File: src/rtl/wh_rt_pkg.sv
package wh_rt_pkg;
  localparam int DW    = 8;
  localparam int CW    = DW + 1;
  localparam int NLINK = 3;
  localparam int NOUT  = NLINK + 1;
  localparam int IW    = $clog2(NLINK);
  localparam int PW    = $clog2(NOUT);

  typedef enum logic [1:0] {ST_HDR, ST_WAIT, ST_FWD} ing_st_t;

  function automatic logic is_end(input logic [CW-1:0] c);
    return c[CW-1];
  endfunction

  // Returns {miss, port}; lowest eligible link first, then local, else local+miss.
  function automatic logic [PW:0] route_lookup(input logic [DW-1:0] hdr, input int self,
                                               input logic [NLINK*DW-1:0] la,
                                               input logic [DW-1:0] loc);
    logic [PW:0] r;
    r = {1'b1, PW'(NLINK)};
    if (hdr == loc) r = {1'b0, PW'(NLINK)};
    for (int k = NLINK - 1; k >= 0; k--)
      if (k != self && la[k*DW +: DW] == hdr) r = {1'b0, PW'(k)};
    return r;
  endfunction

  // Returns {found, index}; smallest offset from ptr wins.
  function automatic logic [IW:0] rr_pick(input logic [NLINK-1:0] req, input logic [IW-1:0] ptr);
    logic [IW:0] r;
    int c;
    r = '0;
    for (int o = NLINK - 1; o >= 0; o--) begin
      c = (int'(ptr) + o) % NLINK;
      if (req[c]) r = {1'b1, IW'(c)};
    end
    return r;
  endfunction

  function automatic logic [IW-1:0] rr_next(input logic [IW-1:0] cur);
    return (int'(cur) == NLINK - 1) ? '0 : cur + 1'b1;
  endfunction
endpackage

File: src/rtl/wh_rt_ingress.sv
module wh_rt_ingress import wh_rt_pkg::*; #(
  parameter int SELF = 0
) (
  input  logic                 clk,
  input  logic                 rst_n,
  input  logic                 route_en,
  input  logic [NLINK*DW-1:0]  la,
  input  logic [DW-1:0]        loc,
  input  logic                 in_valid,
  input  logic [CW-1:0]        in_data,
  output logic                 in_ready,
  input  logic [NOUT-1:0]      out_ready,
  input  logic                 gnt,
  output logic                 req,
  output logic [PW-1:0]        dest,
  output logic                 hdr_miss
);
  ing_st_t     st;
  logic [PW:0] lk;
  logic        hdr_data;

  assign lk       = route_lookup(in_data[DW-1:0], SELF, la, loc);
  assign hdr_data = (st == ST_HDR) && route_en && in_valid && !is_end(in_data);
  assign hdr_miss = hdr_data && lk[PW];
  assign req      = (st == ST_WAIT);

  always_comb begin
    case (st)
      ST_HDR:  in_ready = route_en;
      ST_FWD:  in_ready = out_ready[dest];
      default: in_ready = 1'b0;
    endcase
  end

  always_ff @(posedge clk) begin
    if (!rst_n) begin
      st   <= ST_HDR;
      dest <= PW'(NLINK);
    end else begin
      case (st)
        ST_HDR: begin
          if (in_valid && !route_en) begin
            dest <= PW'(NLINK);
            st   <= ST_WAIT;
          end else if (hdr_data) begin
            dest <= lk[PW-1:0];
            st   <= ST_WAIT;
          end
        end
        ST_WAIT: if (gnt) st <= ST_FWD;
        ST_FWD:  if (in_valid && in_ready && is_end(in_data)) st <= ST_HDR;
        default: st <= ST_HDR;
      endcase
    end
  end

  AST_WAIT_HOLDS: assert property (@(posedge clk) disable iff (!rst_n)
    (st == ST_WAIT && !gnt) |=> (st == ST_WAIT));
  AST_WAIT_STALLS: assert property (@(posedge clk) disable iff (!rst_n)
    (st == ST_WAIT) |-> !in_ready);
  AST_DEST_LOCKED: assert property (@(posedge clk) disable iff (!rst_n)
    (st != ST_HDR) |=> $stable(dest));
  AST_NO_SELF: assert property (@(posedge clk) disable iff (!rst_n)
    (st != ST_HDR) |-> (dest != PW'(SELF)));
endmodule

File: src/rtl/wh_rt_arb.sv
module wh_rt_arb import wh_rt_pkg::*; #(
  parameter int OUT_IDX = 0
) (
  input  logic             clk,
  input  logic             rst_n,
  input  logic [NLINK-1:0] req,
  input  logic             rel,
  output logic [NLINK-1:0] gnt,
  output logic             busy,
  output logic [IW-1:0]    owner
);
  logic [IW-1:0] ptr;
  logic [IW:0]   pick;

  assign pick = rr_pick(req, ptr);
  assign gnt  = (!busy && pick[IW]) ? (NLINK'(1) << pick[IW-1:0]) : '0;

  always_ff @(posedge clk) begin
    if (!rst_n) begin
      busy  <= 1'b0;
      owner <= '0;
      ptr   <= '0;
    end else if (!busy && pick[IW]) begin
      busy  <= 1'b1;
      owner <= pick[IW-1:0];
    end else if (busy && rel) begin
      busy <= 1'b0;
      ptr  <= rr_next(owner);
    end
  end

  AST_OWNER_HELD: assert property (@(posedge clk) disable iff (!rst_n)
    (busy && !rel) |=> (busy && $stable(owner)));
  AST_GNT_ONEHOT: assert property (@(posedge clk) disable iff (!rst_n)
    $onehot0(gnt));
  AST_GNT_NEEDS_REQ: assert property (@(posedge clk) disable iff (!rst_n)
    (gnt & ~req) == '0);

  if (OUT_IDX < NLINK) begin : g_link
    AST_NO_LOOPBACK: assert property (@(posedge clk) disable iff (!rst_n)
      busy |-> (owner != IW'(OUT_IDX)));
  end
endmodule

File: src/rtl/wh_rt_err.sv
module wh_rt_err (
  input  logic clk,
  input  logic rst_n,
  input  logic set,
  input  logic clr,
  input  logic mask,
  output logic pending,
  output logic irq
);
  always_ff @(posedge clk) begin
    if (!rst_n)   pending <= 1'b0;
    else if (set) pending <= 1'b1;
    else if (clr) pending <= 1'b0;
  end

  assign irq = pending & mask;

  AST_MISS_SETS: assert property (@(posedge clk) disable iff (!rst_n)
    set |=> pending);
  AST_ERR_STICKY: assert property (@(posedge clk) disable iff (!rst_n)
    (pending && !clr) |=> pending);
  AST_ERR_QUIET: assert property (@(posedge clk) disable iff (!rst_n)
    (!pending && !set) |=> !pending);
endmodule

File: src/rtl/wh_router.sv
module wh_router import wh_rt_pkg::*; (
  input  logic                 clk,
  input  logic                 rst_n,
  input  logic                 route_en,
  input  logic [NLINK*DW-1:0]  link_addr,
  input  logic [DW-1:0]        local_addr,
  input  logic [NLINK-1:0]     in_valid,
  input  logic [NLINK*CW-1:0]  in_data,
  output logic [NLINK-1:0]     in_ready,
  output logic [NOUT-1:0]      out_valid,
  output logic [NOUT*CW-1:0]   out_data,
  input  logic [NOUT-1:0]      out_ready,
  input  logic                 err_clr,
  input  logic                 err_mask,
  output logic                 err_pending,
  output logic                 err_irq
);
  logic [NLINK-1:0] ing_req;
  logic [NLINK-1:0] ing_gnt;
  logic [NLINK-1:0] ing_miss;
  logic [PW-1:0]    ing_dest [NLINK];
  logic [NLINK-1:0] req_m    [NOUT];
  logic [NLINK-1:0] gnt_m    [NOUT];
  logic [IW-1:0]    own_m    [NOUT];
  logic [NOUT-1:0]  busy;
  logic [NOUT-1:0]  rel;

  for (genvar i = 0; i < NLINK; i++) begin : g_in
    wh_rt_ingress #(.SELF(i)) u_ing (
      .clk(clk), .rst_n(rst_n), .route_en(route_en),
      .la(link_addr), .loc(local_addr),
      .in_valid(in_valid[i]), .in_data(in_data[i*CW +: CW]), .in_ready(in_ready[i]),
      .out_ready(out_ready), .gnt(ing_gnt[i]),
      .req(ing_req[i]), .dest(ing_dest[i]), .hdr_miss(ing_miss[i])
    );
  end

  always_comb begin
    for (int j = 0; j < NOUT; j++)
      for (int i = 0; i < NLINK; i++)
        req_m[j][i] = ing_req[i] && (ing_dest[i] == PW'(j));
  end

  for (genvar j = 0; j < NOUT; j++) begin : g_out
    wh_rt_arb #(.OUT_IDX(j)) u_arb (
      .clk(clk), .rst_n(rst_n), .req(req_m[j]), .rel(rel[j]),
      .gnt(gnt_m[j]), .busy(busy[j]), .owner(own_m[j])
    );
  end

  always_comb begin
    ing_gnt = '0;
    for (int j = 0; j < NOUT; j++) begin
      ing_gnt |= gnt_m[j];
      out_valid[j]          = busy[j] && in_valid[own_m[j]];
      out_data[j*CW +: CW]  = in_data[own_m[j]*CW +: CW];
      rel[j]                = out_valid[j] && out_ready[j] && is_end(out_data[j*CW +: CW]);
    end
  end

  wh_rt_err u_err (
    .clk(clk), .rst_n(rst_n), .set(|ing_miss), .clr(err_clr), .mask(err_mask),
    .pending(err_pending), .irq(err_irq)
  );

  for (genvar i = 0; i < NLINK; i++) begin : g_chk
    logic [NOUT-1:0] gcol;
    for (genvar j = 0; j < NOUT; j++) begin : g_bit
      assign gcol[j] = gnt_m[j][i];
    end
    AST_ONE_GRANT: assert property (@(posedge clk) disable iff (!rst_n)
      $onehot0(gcol));
  end
endmodule

File: config.mk
export PLATFORM = sky130hd
export DESIGN_NAME = wh_router
export DESIGN_NICKNAME = d
export VERILOG_FILES = /design/src/rtl/wh_rt_pkg.sv /design/src/rtl/wh_rt_ingress.sv /design/src/rtl/wh_rt_arb.sv /design/src/rtl/wh_rt_err.sv /design/src/rtl/wh_router.sv
export SDC_FILE = /design/constraint.sdc
export NUM_CORES = 1
export LEC_CHECK = 0
export ABC_AREA = 1
export BUFFER_PORTS_ARGS = -buffer_cell sky130_fd_sc_hd__buf_2
export CAP_MARGIN = 30
export CORE_UTILIZATION = 43
export CTS_BUF_LIST = sky130_fd_sc_hd__clkbuf_2 sky130_fd_sc_hd__clkbuf_4 sky130_fd_sc_hd__clkbuf_8
export DETAILED_ROUTE_END_ITERATION = 8
export HOLD_SLACK_MARGIN = 0.12
export PLACE_DENSITY = 0.71
export SYNTH_ARGS = -nofsm -noshare
export SYNTH_HDL_FRONTEND = slang
export SYNTH_SLANG_ARGS = --single-unit
export TNS_END_PERCENT = 30
File: constraint.sdc
create_clock -name clk -period 1.63 [get_ports clk]
set_input_delay 0.2445 -clock clk [delete_from_list [all_inputs] [get_ports clk]]
set_output_delay 0.2445 -clock clk [all_outputs]
set_load 0.02 [all_outputs]
==> results.cfg, run 1 <==
[die]
die_w_um = 101
start_util_pct = 45.0
die_y_um = 101
rows = 35
die-area_um2 = 10200
ioPinCount = 116
core-area_um2 = 9330

[finish]
nFillCells = 796
final_common_cell = nand2_1
area_delta_synth_final_pct = 56.7
final_cell_mix = nand2_1, buf_4, buf_2
instances_no_fill = 1028
diodes = 0
drive_above_1_share_pct = 48.7
finalNetCount = 978

[power_and_ir_drop]
vdd_drop_max_uv = 668
leakagePower_nw = 3.00
power_density_nw_per_um2 = 752

[synthesis]
postSynthCellCount = 698
ys_ff_latch = 33
synth.avg_cell_area_um2 = 6.01
yosysWarnings = 0
syn_nets = 777
seq_area_frac_synth_pct = 15.7
netlist_area_um2 = 4200
synthFlopType = dfxtp_1
yosysUniqueCellTypes = 38
async_reset_ff_share_pct = 0
synth_edf_count = 0

[timing]
rsz0062_at_grt = true
min_period_over_period_pct = 115
relSlewSlack_pct = 71.9
finalSetupViolCount = 29
max_freq_mhz = 533
skew_ns = 0.00639
hold_viol_final = 0
period_needed_ns = 1.88
timing.final.ws_setup_ns = -0.248
tightest_slew_ns = 0.418
slew_viol_final = 0

[global_routing]
grt_pass1_wl_um = 26600
grt_use_total_pct = 33.9
antenna_found_initial = 0
grt_max_degree = 16
grt_overflow = 0
grt_pass1_vias = 5482

[clocking]
htree_levels = 2
cts_buffer_depth = 2
numCtsBuffers = 5
worstSkewPairLatency_ns = 0.29
clkTransAtPathRegs_ns = 0.07
clock_sinks = 33
root_buffer = clkbuf_8
cts_tree = done
holdBufCountCts = 0

[worst_setup_path]
cp.arrival_ns = 2.07
critical-path-top-delay-family = simple AND/OR/NAND/NOR gates
crit_path_max_incr_delay_ns = 0.34
critPathBufInv = 1
end_kind = register
crit_path_start_kind = register
cp_common_cell = nand2_1
cp.required_ns = 1.83
crit_slowest_cell = dfxtp_2
reg2reg_slack_ns = -0.25
path_cells = inv_2 -> nor2_4 -> nand2_1 -> o21ai_2 -> o21ai_4 -> nor2_2 -> nor2_2 -> nand2_2 -> nand2_1 -> nor2_1 -> nand2_1 -> nand2_1 -> nor2_1
worstSetupPathType = register to register
path_max_fanout = 7

[placement]
portBuffers = 115
placedCellCount = 1001
dpl.hpwl_um = 13400
preCtsSetupSlack_ns = -0.236
routabilityCongestion = 0.961

[drt]
vias = 5862
wire_per_inst_um = 17.8
drt-pass1-iter-count = 6
dr.first_iter.drc_count = 386
drt-total-wl_um = 18300
drc = 0
vias_per_cell = 5.70
antenna_left = 0

[run_status]
violations = setup timing
status = finished, violations left

[hold_path]
holdCritPathClass = input port to register

[job]
drv_cap = 0
## through the flow
step / hold WS (ns) / util, % / TNS (ns) / instance area [um^2] / power, mW
detailed placement: 0.477 / 58.8 / -2.11 / 5490 / 3.39
global placement: 0.462 / 58.8 / -1.07 / 5490 / 3.35
global route: 0.329 / 70.5 / -5.28 / 6570 / 5.19
CTS: 0.320 / 64.9 / -0.665 / 6060 / 4.33
finish: 0.316 / 70.5 / -2.29 / 6570 / 4.94
floorplan: 0.383 / - / -0.283 / 4230 / 2.46
## path summary, 6_finish.rpt
kind                             from                   to  cells after the start
setup / recovery  g_in[2].u_ing.st[0]  g_in[1].u_ing.st[1]                     13
setup reg to reg  g_in[2].u_ing.st[0]  g_in[1].u_ing.st[1]                     13
hold / removal                err_clr        u_err.pending                      6
hold reg to reg   g_out[1].u_arb.busy  g_out[1].u_arb.busy                      2
## timing repair
| action | 4_1_cts | 5_1_grt |
|---|---|---|
| gates cloned | 0 | 1 |
| setup buffers | 10 | 12 |
| pin swaps | 35 | 41 |
| resized for setup | 159 | 137 |
| setup endpoints to repair | 60 | 65 |
## Yosys cell counts, drive strengths merged, types with 16 or more instances
master / count / area [um^2]
a22oi: 28 / 210
xnor2: 19 / 166
a21oi: 32 / 175
buf: 16 / 103
dfxtp: 33 / 661
xor2: 35 / 307
nand2: 147 / 579
o21ai: 50 / 254
inv: 105 / 394
nor2: 73 / 327
nand3: 65 / 365
nand4: 24 / 150
## registers in the layout, indices dropped and copies added, names as in the netlist
name and cells:
g_in.u_ing.dest 6, g_in.u_ing.st 6, g_out.u_arb.busy 4, g_out.u_arb.owner 8, g_out.u_arb.ptr 8, u_err.pending 1
## worst min-delay path, delay by kind of cell
kind | cells | cell delay [ns]
buffers and inverters | 2 | 0.10
AND/OR/NAND/NOR | 4 | 0.22
## routing by layer
metal | routed length, um | vias up | global-route usage [%]
met5 | 0 | - | 0
met4 | 1190 | 0 | 21.0
met2 | 8800 | 385 | 59.8
met1 | 6790 | 2654 | 38.7
li1 | - | 2735 | -
met3 | 1470 | 88 | 4.30
## cell type report
cell class / instances / area, um^2 / share of cell area (%)
multi-input combinational: 534 / 3620 / 55.0
timing repair buffer: 218 / 1560 / 23.7
sequential: 33 / 722 / 11.0
inverter: 106 / 418 / 6.36
tap: 129 / 161 / 2.46
clock buffer: 7 / 90.1 / 1.37
timing repair inverter: 1 / 7.51 / 0.114
## kinds of logic after synthesis
family / synth area share (%)
fa+ha+maj: 2.39
simple gates: 38.0
xor+xnor: 11.3
flops: 15.7
buf+inv: 12.7
compound gates: 19.9
## power by group
| part | leakage [nW] | switching (mW) | internal (mW) | total (mW) |
|---|---|---|---|---|
| clock | 0.0477 | 0.307 | 0.352 | 0.658 |
| sequential | 0.279 | 0.126 | 0.908 | 1.03 |
| combinational | 2.67 | 1.91 | 1.34 | 3.25 |
Power figures use the tool's default switching activity.
==> inputs of run 2 (changes only) <==
--- a/config.mk
+++ b/config.mk
@@ -8,6 +8,7 @@
 export ABC_AREA = 1
 export BUFFER_PORTS_ARGS = -buffer_cell sky130_fd_sc_hd__buf_2
 export CAP_MARGIN = 30
+export CORE_ASPECT_RATIO = 1.4
 export CORE_UTILIZATION = 43
 export CTS_BUF_LIST = sky130_fd_sc_hd__clkbuf_2 sky130_fd_sc_hd__clkbuf_4 sky130_fd_sc_hd__clkbuf_8
 export DETAILED_ROUTE_END_ITERATION = 8
==> run 2 against run 1 <==
Net effect: the flow still finishes with violations (setup timing); first-iteration DRC count shrank 0.78%; cell area increased by 0.59%; clock skew grew 0.0065 ns; sequential share of layout area rose by 0.087 points; sequential power barely moved; largest cell class unchanged; largest power group unchanged; highest routed layer unchanged.
==> results.cfg, run 2 (synthesis gave the netlist of run 1 again) <==
[global_routing]
grt_use_total_pct = 34.0
antenna_found_initial = 0
grt_pass1_wl_um = 27200
grt_max_degree = 16
grt_overflow = 0
grt_pass1_vias = 5674

[drt]
wire_per_inst_um = 17.7
drt-pass1-iter-count = 6
dr.first_iter.drc_count = 383
vias = 5935
drc = 0
antenna_left = 0
drt-total-wl_um = 18200
vias_per_cell = 5.78

[die]
core-area_um2 = 9460
rows = 42
die_y_um = 119
start_util_pct = 44.4
die-area_um2 = 10200
die_w_um = 85.5
ioPinCount = 116

[worst_setup_path]
crit_slowest_cell = dfxtp_2
end_kind = register
path_max_fanout = 4
crit_path_start_kind = register
cp.required_ns = 1.83
worstSetupPathType = register to register
crit_path_max_incr_delay_ns = 0.34
path_cells = inv_2 -> ha_4 -> inv_4 -> nor2_2 -> nand2_2 -> nand3_2 -> nor2_2 -> nor2_2 -> nor2_2 -> nand2_2 -> nand2_1 -> nor2_1 -> nand2_1 -> nand2_1 -> nor2_1
cp.arrival_ns = 2.01
cp_common_cell = nor2_2
reg2reg_slack_ns = -0.18

[power_and_ir_drop]
clkPwrFrac_pct = 14.1
switching_power_mw = 2.24
power_density_nw_per_um2 = 725
leakagePower_nw = 3.08
p_int_mw = 2.56
switching_share_pct = 46.7
vdd_drop_max_uv = 505
pwr-share-comb_pct = 64.6
seqPwrFrac_pct = 21.3

[clocking]
cts_buffer_depth = 2
clkTransAtPathRegs_ns = 0.08
holdBufCountCts = 0
numCtsBuffers = 5
clock_sinks = 33
htree_levels = 2
cts_tree = done
root_buffer = clkbuf_8
worstSkewPairLatency_ns = 0.30

[finish]
diodes = 0
final_cell_mix = buf_4, nand2_1, buf_2
area_delta_synth_final_pct = 57.6
finalNetCount = 995
postLayoutCoreUtil_pct = 69.9
largestRegisters = g_out.u_arb.owner: 8 flops, g_out.u_arb.ptr: 8 flops
instances_no_fill = 1026
final_common_cell = buf_4
nFillCells = 799
drive_above_1_share_pct = 49.6

[timing]
finalSetupViolCount = 22
slew_viol_final = 0
rsz0062_at_grt = true
relSlewSlack_pct = 68.5
period_needed_ns = 1.81
max_freq_mhz = 553
hold_viol_final = 0
tightest_slew_ns = 0.470
skew_ns = 0.0129
timing.final.ws_setup_ns = -0.180
min_period_over_period_pct = 111

[run_status]
status = finished, violations left
violations = setup timing

[placement]
dpl.hpwl_um = 13800
routabilityCongestion = 1.01
portBuffers = 115
placedCellCount = 1003

[hold_path]
holdCritPathClass = input port to register

[job]
drv_cap = 0
-- run 2: per-layer routing --
layer	vias to the layer above	GRT usage (%)	part of all wire, %
li1	2776	-	-
met2	342	62.4	51
met4	0	21.8	8.1
met1	2723	36.1	35
met5	-	0	0
met3	94	3.67	6.0
-- run 2: critical path: cells and delay by family (launching register included) --
kind                     cells  cell delay [ns]
AND/OR/NAND/NOR             12             1.00
flip-flops                   1             0.34
adder cells (fa/ha/maj)      1             0.29
buffers and inverters        2             0.09
-- run 2: repair_timing --
item | CTS | global route
setup buffers | 7 | 8
gates cloned | 1 | 0
pin swaps | 25 | 42
resized for setup | 131 | 165
endpoints found under the setup margin | 60 | 64
-- run 2: cell type report --
class                   count  area, um^2  share of cell area [%]
clock buffers               7        90.1                    1.36
inverters                 106         428                    6.47
multi-input cells         534        3570                    53.9
flip-flops and latches     33         732                    11.1
well taps                 110         138                    2.08
repair buffers            236        1660                    25.1
-- run 2: worst paths after layout --
check | to | from | cells past startpoint
worst min register to register | g_out[2].u_arb.busy | g_out[2].u_arb.busy | 2
worst min-delay path | g_out[0].u_arb.owner[0] | rst_n | 3
worst max register to register | g_in[1].u_ing.st[1] | g_out[3].u_arb.ptr[0] | 15
worst max-delay path | g_in[1].u_ing.st[1] | g_out[3].u_arb.ptr[0] | 15
-- run 2: metrics by stage --
stage / instance area [um^2] / worst slack, ns / hold WS, ns / setup TNS, ns / power (mW)
after floorplan: 4230 / -0.0685 / 0.383 / -0.283 / 2.46
after global placement: 5590 / -0.223 / 0.467 / -1.31 / 3.42
after detailed placement: 5590 / -0.278 / 0.471 / -2.06 / 3.46
after CTS: 6050 / -0.120 / 0.301 / -1.11 / 4.28
after global routing: 6610 / -0.277 / 0.331 / -4.22 / 5.04
final: 6610 / -0.180 / 0.312 / -1.60 / 4.80
-- run 2: power groups by stage --
stage               clock, mW  sequential [mW]  combinational [mW]
finish                  0.676             1.02                3.10
global route            0.712             1.03                3.30
detailed placement          0            0.999                2.46
floorplan                   0            0.987                1.48
CTS                     0.676            0.995                2.61
global placement            0            0.991                2.43
